===== src/rtl/hlc_pkg.sv =====
`timescale 1ns/1ps
package hlc_pkg;

  typedef enum logic [2:0] {
    ST_IDLE,
    ST_DO_CNT,
    ST_DO_ADR,
    ST_DO_FLAG,
    ST_END_FLAG,
    ST_END_REST,
    ST_REP_CNT,
    ST_REP_RUN
  } hlc_state_e;

  // Register update strobes from the sequencer to the register file
  typedef struct packed {
    logic push_save;   // save old end address / count, load new count
    logic push_ret;    // save return address / status, load end address
    logic set_lf;      // raise loop flag
    logic pull_flag;   // restore loop flag from saved status
    logic pull_rest;   // restore end address and count
    logic cont;        // another iteration
    logic rep_load;    // start a repeat
    logic rep_step;    // one repeat iteration
  } hlc_ctl_t;

endpackage


===== src/rtl/hlc_cmp.sv =====
`timescale 1ns/1ps
module hlc_cmp #(
  parameter int W = 16
) (
  input  logic         enable,
  input  logic [W-1:0] pc,
  input  logic [W-1:0] la,
  input  logic [W-1:0] lc,
  output logic         hit_end,
  output logic         hit_cont
);

  localparam logic [W-1:0] ONE = W'(1);

  logic at_last;

  always_comb begin
    at_last  = enable && (pc == la);
    hit_end  = at_last && (lc == ONE);
    hit_cont = at_last && (lc >  ONE);
  end

endmodule


===== src/rtl/hlc_seq.sv =====
`timescale 1ns/1ps
module hlc_seq
  import hlc_pkg::*;
(
  input  logic     clk,
  input  logic     rst_n,
  input  logic     cmd_do,
  input  logic     cmd_enddo,
  input  logic     cmd_rep,
  input  logic     opnd_valid,
  input  logic     lf,
  input  logic     hit_end,
  input  logic     hit_cont,
  input  logic     lc_one,
  output hlc_ctl_t ctl,
  output logic     cmp_en,
  output logic     loop_end,
  output logic     fetch_skip,
  output logic     use_held
);

  hlc_state_e st_q, st_d;
  logic       by_cmd_q, by_cmd_d;

  // next-state and strobe decode
  always_comb begin
    st_d       = st_q;
    by_cmd_d   = by_cmd_q;
    ctl        = '0;
    loop_end   = 1'b0;
    fetch_skip = 1'b0;
    use_held   = 1'b0;
    cmp_en     = (st_q == ST_IDLE) && !cmd_do && !cmd_rep && !cmd_enddo;

    case (st_q)
      ST_IDLE: begin
        if (cmd_do) begin
          st_d = ST_DO_CNT;
        end else if (cmd_rep) begin
          st_d = ST_REP_CNT;
        end else if (cmd_enddo) begin
          if (lf) begin
            st_d     = ST_END_FLAG;
            by_cmd_d = 1'b1;
            loop_end = 1'b1;
          end
        end else if (hit_end) begin
          st_d     = ST_END_FLAG;
          by_cmd_d = 1'b0;
          loop_end = 1'b1;
        end else if (hit_cont) begin
          ctl.cont = 1'b1;
        end
      end
      ST_DO_CNT: begin
        if (opnd_valid) begin
          ctl.push_save = 1'b1;
          st_d          = ST_DO_ADR;
        end
      end
      ST_DO_ADR: begin
        if (opnd_valid) begin
          ctl.push_ret = 1'b1;
          st_d         = ST_DO_FLAG;
        end
      end
      ST_DO_FLAG: begin
        ctl.set_lf = 1'b1;
        st_d       = ST_IDLE;
      end
      ST_END_FLAG: begin
        ctl.pull_flag = 1'b1;
        st_d          = ST_END_REST;
      end
      ST_END_REST: begin
        ctl.pull_rest = 1'b1;
        fetch_skip    = by_cmd_q;
        st_d          = ST_IDLE;
      end
      ST_REP_CNT: begin
        if (opnd_valid) begin
          ctl.rep_load = 1'b1;
          st_d         = ST_REP_RUN;
        end
      end
      ST_REP_RUN: begin
        use_held     = 1'b1;
        ctl.rep_step = 1'b1;
        if (lc_one) st_d = ST_IDLE;
      end
      default: st_d = ST_IDLE;
    endcase
  end

  always_ff @(posedge clk or negedge rst_n) begin
    if (!rst_n) begin
      st_q     <= ST_IDLE;
      by_cmd_q <= 1'b0;
    end else begin
      st_q     <= st_d;
      by_cmd_q <= by_cmd_d;
    end
  end

endmodule


===== src/rtl/hlc_regs.sv =====
`timescale 1ns/1ps
module hlc_regs
  import hlc_pkg::*;
#(
  parameter int W      = 16,
  parameter int IW     = 24,
  parameter int LF_POS = 15
) (
  input  logic          clk,
  input  logic          rst_n,
  input  hlc_ctl_t      ctl,
  input  logic          lc_one,
  input  logic [W-1:0]  opnd_data,
  input  logic [W-1:0]  tos_hi,
  input  logic [W-1:0]  tos_lo,
  input  logic [IW-1:0] insn_in,
  output logic [W-1:0]  la_q,
  output logic [W-1:0]  lc_q,
  output logic          lf_q,
  output logic [IW-1:0] held_q
);

  localparam logic [W-1:0] ONE = W'(1);

  logic [W-1:0]  la_d, lc_d, bak_q, cnt_fix;
  logic          la_en, lc_en, lf_en, lf_d, rep_en;

  // a zero count means the full range
  always_comb begin
    cnt_fix = (opnd_data == '0) ? '1 : opnd_data;
  end

  always_comb begin
    la_en = ctl.push_ret || ctl.pull_rest;
    la_d  = ctl.push_ret ? (opnd_data - ONE) : tos_hi;
  end

  always_comb begin
    lc_en = ctl.push_save || ctl.rep_load || ctl.cont ||
            ctl.rep_step  || ctl.pull_rest;
    if (ctl.push_save || ctl.rep_load) begin
      lc_d = cnt_fix;
    end else if (ctl.pull_rest) begin
      lc_d = tos_lo;
    end else if (ctl.rep_step && lc_one) begin
      lc_d = bak_q;
    end else begin
      lc_d = lc_q - ONE;
    end
  end

  always_comb begin
    lf_en  = ctl.set_lf || ctl.pull_flag;
    lf_d   = ctl.set_lf ? 1'b1 : tos_lo[LF_POS];
    rep_en = ctl.rep_load;
  end

  always_ff @(posedge clk or negedge rst_n) begin
    if (!rst_n) begin
      la_q <= '0;
    end else if (la_en) begin
      la_q <= la_d;
    end
  end

  always_ff @(posedge clk or negedge rst_n) begin
    if (!rst_n) begin
      lc_q <= '0;
    end else if (lc_en) begin
      lc_q <= lc_d;
    end
  end

  always_ff @(posedge clk or negedge rst_n) begin
    if (!rst_n) begin
      lf_q <= 1'b0;
    end else if (lf_en) begin
      lf_q <= lf_d;
    end
  end

  always_ff @(posedge clk or negedge rst_n) begin
    if (!rst_n) begin
      bak_q  <= '0;
      held_q <= '0;
    end else if (rep_en) begin
      bak_q  <= lc_q;
      held_q <= insn_in;
    end
  end

endmodule


===== src/rtl/hw_loop_ctrl.sv =====
`timescale 1ns/1ps
module hw_loop_ctrl
  import hlc_pkg::*;
#(
  parameter int W      = 16,
  parameter int IW     = 24,
  parameter int LF_POS = 15,
  parameter int SYNC_STAGES = 2
) (
  input  logic          clk,
  input  logic          rst_n,
  input  logic          cmd_do,
  input  logic          cmd_enddo,
  input  logic          cmd_rep,
  input  logic          opnd_valid,
  input  logic [W-1:0]  opnd_data,
  input  logic [W-1:0]  pc,
  input  logic [W-1:0]  sr_in,
  input  logic [IW-1:0] insn_in,
  input  logic [W-1:0]  tos_hi,
  input  logic [W-1:0]  tos_lo,
  output logic          push_req,
  output logic [W-1:0]  push_hi,
  output logic [W-1:0]  push_lo,
  output logic          pull_req,
  output logic          loop_continue,
  output logic          loop_end,
  output logic [W-1:0]  loop_target,
  output logic          fetch_skip,
  output logic          use_held,
  output logic [IW-1:0] held_insn,
  output logic          loop_flag,
  output logic [W-1:0]  la_q,
  output logic [W-1:0]  lc_q
);

  localparam logic [W-1:0] ONE = W'(1);

  // reset: asserted asynchronously, released on a clock edge
  logic [SYNC_STAGES-1:0] rst_sync_q;
  logic                   rst_n_int;

  always_ff @(posedge clk or negedge rst_n) begin
    if (!rst_n) begin
      rst_sync_q <= '0;
    end else begin
      rst_sync_q <= {rst_sync_q[SYNC_STAGES-2:0], 1'b1};
    end
  end
  assign rst_n_int = rst_sync_q[SYNC_STAGES-1];

  hlc_ctl_t ctl;
  logic     cmp_en, hit_end, hit_cont, lc_one;

  assign lc_one = (lc_q == ONE);

  hlc_seq u_seq (
    .clk        (clk),
    .rst_n      (rst_n_int),
    .cmd_do     (cmd_do),
    .cmd_enddo  (cmd_enddo),
    .cmd_rep    (cmd_rep),
    .opnd_valid (opnd_valid),
    .lf         (loop_flag),
    .hit_end    (hit_end),
    .hit_cont   (hit_cont),
    .lc_one     (lc_one),
    .ctl        (ctl),
    .cmp_en     (cmp_en),
    .loop_end   (loop_end),
    .fetch_skip (fetch_skip),
    .use_held   (use_held)
  );

  hlc_cmp #(.W(W)) u_cmp (
    .enable   (cmp_en && loop_flag),
    .pc       (pc),
    .la       (la_q),
    .lc       (lc_q),
    .hit_end  (hit_end),
    .hit_cont (hit_cont)
  );

  hlc_regs #(.W(W), .IW(IW), .LF_POS(LF_POS)) u_regs (
    .clk       (clk),
    .rst_n     (rst_n_int),
    .ctl       (ctl),
    .lc_one    (lc_one),
    .opnd_data (opnd_data),
    .tos_hi    (tos_hi),
    .tos_lo    (tos_lo),
    .insn_in   (insn_in),
    .la_q      (la_q),
    .lc_q      (lc_q),
    .lf_q      (loop_flag),
    .held_q    (held_insn)
  );

  // stack traffic
  always_comb begin
    push_req      = ctl.push_save || ctl.push_ret;
    push_hi       = ctl.push_save ? la_q : pc;
    push_lo       = ctl.push_save ? lc_q : sr_in;
    pull_req      = ctl.pull_flag || ctl.pull_rest;
    loop_continue = ctl.cont;
    loop_target   = tos_hi;
  end

endmodule


===== config.mk =====
export PLATFORM = sky130hd
export DESIGN_NAME = hw_loop_ctrl
export DESIGN_NICKNAME = d
export VERILOG_FILES = /design/src/rtl/hlc_pkg.sv /design/src/rtl/hlc_cmp.sv /design/src/rtl/hlc_seq.sv /design/src/rtl/hlc_regs.sv /design/src/rtl/hw_loop_ctrl.sv
export SDC_FILE = /design/constraint.sdc
export NUM_CORES = 1
export LEC_CHECK = 0
export BUFFER_PORTS_ARGS = -buffer_cell sky130_fd_sc_hd__buf_2
export CAP_MARGIN = 5
export CORE_MARGIN = 3
export CORE_UTILIZATION = 30
export DETAILED_ROUTE_END_ITERATION = 8
export GPL_ROUTABILITY_DRIVEN = 0
export PLACE_DENSITY = 0.64
export SYNTH_ARGS = -nofsm -noshare
export SYNTH_HDL_FRONTEND = slang
export SYNTH_HIERARCHICAL = 1
export SYNTH_SLANG_ARGS = --single-unit

===== constraint.sdc =====
create_clock -name clk -period 3.01 [get_ports clk]
set_clock_uncertainty 0.1 [all_clocks]
set_input_delay 0.1505 -clock clk [delete_from_list [all_inputs] [get_ports clk]]
set_output_delay 0.1505 -clock clk [all_outputs]
set_load 0.01 [all_outputs]

==> impl_metrics.ini <==
[route]
wl_per_cell_um = 18.0
ant_nets = 0
drt_wl_total_um = 17900
drt_iter0_markers = 320
drcViolationCount = 0
dr.pass1.iters = 5
via_per_inst = 4.97
vias = 4943

[finish]
layout-drive-gt1-share_pct = 47.7
layout.cells.non_filler = 994
regArea_mm2 = 0.00198
n_fill_cell = 1707
nets = 875
syn2layout_area_growth_pct = 36.8
multiInputGateArea_mm2 = 0.00302

[floorplanning]
core-area_mm2 = 0.0173
ioPinCount = 221
start_util_pct = 30.7
dieArea_mm2 = 0.0194
die_w_um = 139
row_count = 48
die_y_um = 139

[yosys]
yosysUniqueCellTypes = 71
synth_edf_count = 0
yosysWarnings = 6
netlist_area_mm2 = 0.00532
synth_seq_area_share_pct = 37.2
synth_top_area_cell = dfrtp_1
synth_fp_nets = 632
synth_top_area_share_pct = 37.2
syn_inst = 520
synth_area_leaders = dfrtp_1 (37%), mux2_2 (9.1%), mux2_4 (8.2%)
synth-seq-cells = 79
synthArstFlopShare_pct = 100
synthFlopType = dfrtp_1
synth_area_per_cell_um2 = 10.2

[sta]
period_minus_slack_ns = 2.88
tightest_slew_ns = 1.05
setup_viol = 0
maxSlewHeadroom_pct = 29.8
fmax_ghz = 0.347
slew_violations = 0
post-route-period-util_pct = 95.7
hold_violations = 0

[global_route]
grt_pass1_vias = 5018
grt_max_degree = 78
grt_pass1_wl_um = 28100
grt_overflow = 0
track_usage_pct = 18.1
antenna_found_initial = 2

[hold_path]
hp-start = tos_hi[10]
worstHoldPathCells = 3
min_to = u_regs/la_q[10]$_DFFE_PN0P_
hold_path_class = input port to flip-flop

[setup_path]
arrival_ns = 3.02
crit_path_start_kind = flip-flop
r2r_slack_ns = 0.13
cp.required_ns = 3.15
cp-end-kind = flip-flop
timing.critical_path.from = u_seq/st_q[2]$_DFFE_PN0P_
crit_fanout = 6
regToRegStartpoint = u_seq/st_q[2]$_DFFE_PN0P_
reg2reg_to = u_regs/lc_q[13]$_DFFE_PN0P_
rr_worst_depth = 14
crit_type = flip-flop to flip-flop

[flow_run]
max_cap_violations = 0

[clock_network]
root_buffer = clkbuf_16
numCtsBuffers = 9
clock_latency_ns = 0.35
clock_path_buffers = 2
cts.sinks = 79
cts.htree.levels = 3
cts_tree = yes
clk_pin_slew_worst_paths_ns = 0.07

[pwr]
p_leak_nw = 3.33
p_per_area_mw_per_mm2 = 889
p_total_mw = 6.47
ir_drop_mv = 0.350

[placement]
numPortBuffers = 220
dp_hpwl_um = 13300
dp.cells = 942

[outcome]
status = completed
layer usage:
metal	global-route usage, %	wire [µm]	up-vias
li1	-	-	2365
met1	23.0	7570	2355
met2	31.2	8890	189
met3	4.07	1140	32
met4	4.94	313	2
met5	0	7	-
per-stage QoR:
| step | TNS [ns] | setup WS [ns] | hold slack, ns | cell area (µm²) | utilization (%) |
|---|---|---|---|---|---|
| floorplan | 0 | 0.0692 | -0.245 | 5330 | - |
| global placement | 0 | 0.0564 | -0.163 | 6600 | 38.1 |
| detailed placement | -0.0735 | -0.0603 | -0.163 | 6600 | 38.1 |
| CTS | 0 | 0.0164 | 0.000511 | 7250 | 41.9 |
| global route | -0.00516 | -0.00367 | 0.0153 | 7270 | 42.1 |
| finish | 0 | 0.129 | 0.00753 | 7270 | 42.1 |
layout by cell type (no fill, tap or decap), types with 11 or more instances in the layout:
cell	netlist	final
mux2_2	43	43
a21oi_1	23	23
buf_4	19	28
a211oi_1	13	13
dlygate4sd3_1	0	34
nor3_1	14	13
nor2b_1	14	14
nand2_1	32	32
xnor2_1	28	28
nor2_1	34	33
buf_2	3	220
mux2_4	29	29
mux2i_1	11	11
o21ai_0	26	26
nor4_1	15	15
dfrtp_1	79	78
what timing repair did:
| action | CTS | global route |
|---|---|---|
| resized for setup | 1 | 5 |
| hold buffers | 34 | 0 |
| hold endpoints to repair | 34 | 0 |
| pin swaps | 0 | 1 |
| buffers inserted | 1 | 0 |
| endpoints found under the setup margin | 3 | 8 |
synthesized netlist by cell type (3+ instances only):
library cell	count
dfrtp_1	79
mux2_2	43
nor2_1	34
nand2_1	32
mux2_4	29
xnor2_1	28
o21ai_0	26
a21oi_1	23
buf_4	19
clkbuf_1	17
nor4_1	15
nor2b_1	14
nor3_1	14
a211oi_1	13
mux2i_1	11
xor2_1	9
inv_1	8
a31oi_1	7
o22ai_1	7
nand3_1	6
and2_1	5
buf_1	4
nand2b_1	4
buf_12	3
buf_2	3
buf_6	3
nand4_1	3
o31a_1	3
or2_2	3
or3_1	3
power breakdown:
group / switching, mW / internal (mW) / total (mW) / leakage, nW
Combinational: 1.60 / 1.59 / 3.19 / 2.22
Sequential: 0.570 / 1.56 / 2.13 / 0.959
Clock: 0.482 / 0.670 / 1.15 / 0.149
Total: 2.65 / 3.81 / 6.47 / 3.33
sequential cells by signal (all words and copies together) (netlist names):
register and flops:
u_regs/held_q 24, u_regs/bak_q 16, u_regs/la_q 16, u_regs/lc_q 16, u_seq/st_q 3, rst_sync_q 2
u_regs/lf_q 1, u_seq/by_cmd_q 1
how the worst max path moves through the flow:
stage | slack [ns] | to | cells after the start
after floorplan | 0.07 | u_regs/lc_q[2]$_DFFE_PN0P_ | 13
after global placement | 0.06 | u_regs/lc_q[2]$_DFFE_PN0P_ | 13
after detailed placement | -0.06 | u_regs/lc_q[2]$_DFFE_PN0P_ | 13
after CTS | 0.02 | u_regs/lc_q[2]$_DFFE_PN0P_ | 13
after global routing | -0.004 | u_regs/lc_q[13]$_DFFE_PN0P_ | 14
final | 0.13 | u_regs/lc_q[13]$_DFFE_PN0P_ | 14
worst max-delay path, stage by stage (launching register included):
cell and delay, ns:
dfrtp_1 0.39, nor3_2 0.17, nand2_2 0.08, nor2_1 0.09
and2_1 0.13, nand2_1 0.07, or4_4 0.44, nor2_2 0.12
nor4b_4 0.25, nor3_2 0.08, buf_4 0.16, nor2_8 0.11
o211ai_1 0.12, o21a_1 0.20, o221a_2 0.25
layout make-up:
type	count	area share (%)
clock inverters	6	0.946
repair buffers	282	22.7
clock buffers	10	3.29
multi-input cells	383	41.5
inverters	8	0.413
well taps	225	3.87
diodes	1	0.0344
flip-flops and latches	79	27.2
logic make-up after synthesis:
logic type               count (synthesis)  synth area share, %
adder cells (fa/ha/maj)                  2                0.471
buffers and inverters                   58                 7.04
AO/OA/AOI/OAI                          101                 13.1
other                                    1               0.0705
XOR/XNOR                                37                 6.09
multiplexers                            83                 19.4
AND/OR/NAND/NOR                        159                 16.7
flip-flops                              79                 37.2
Power figures use the tool's default switching activity.
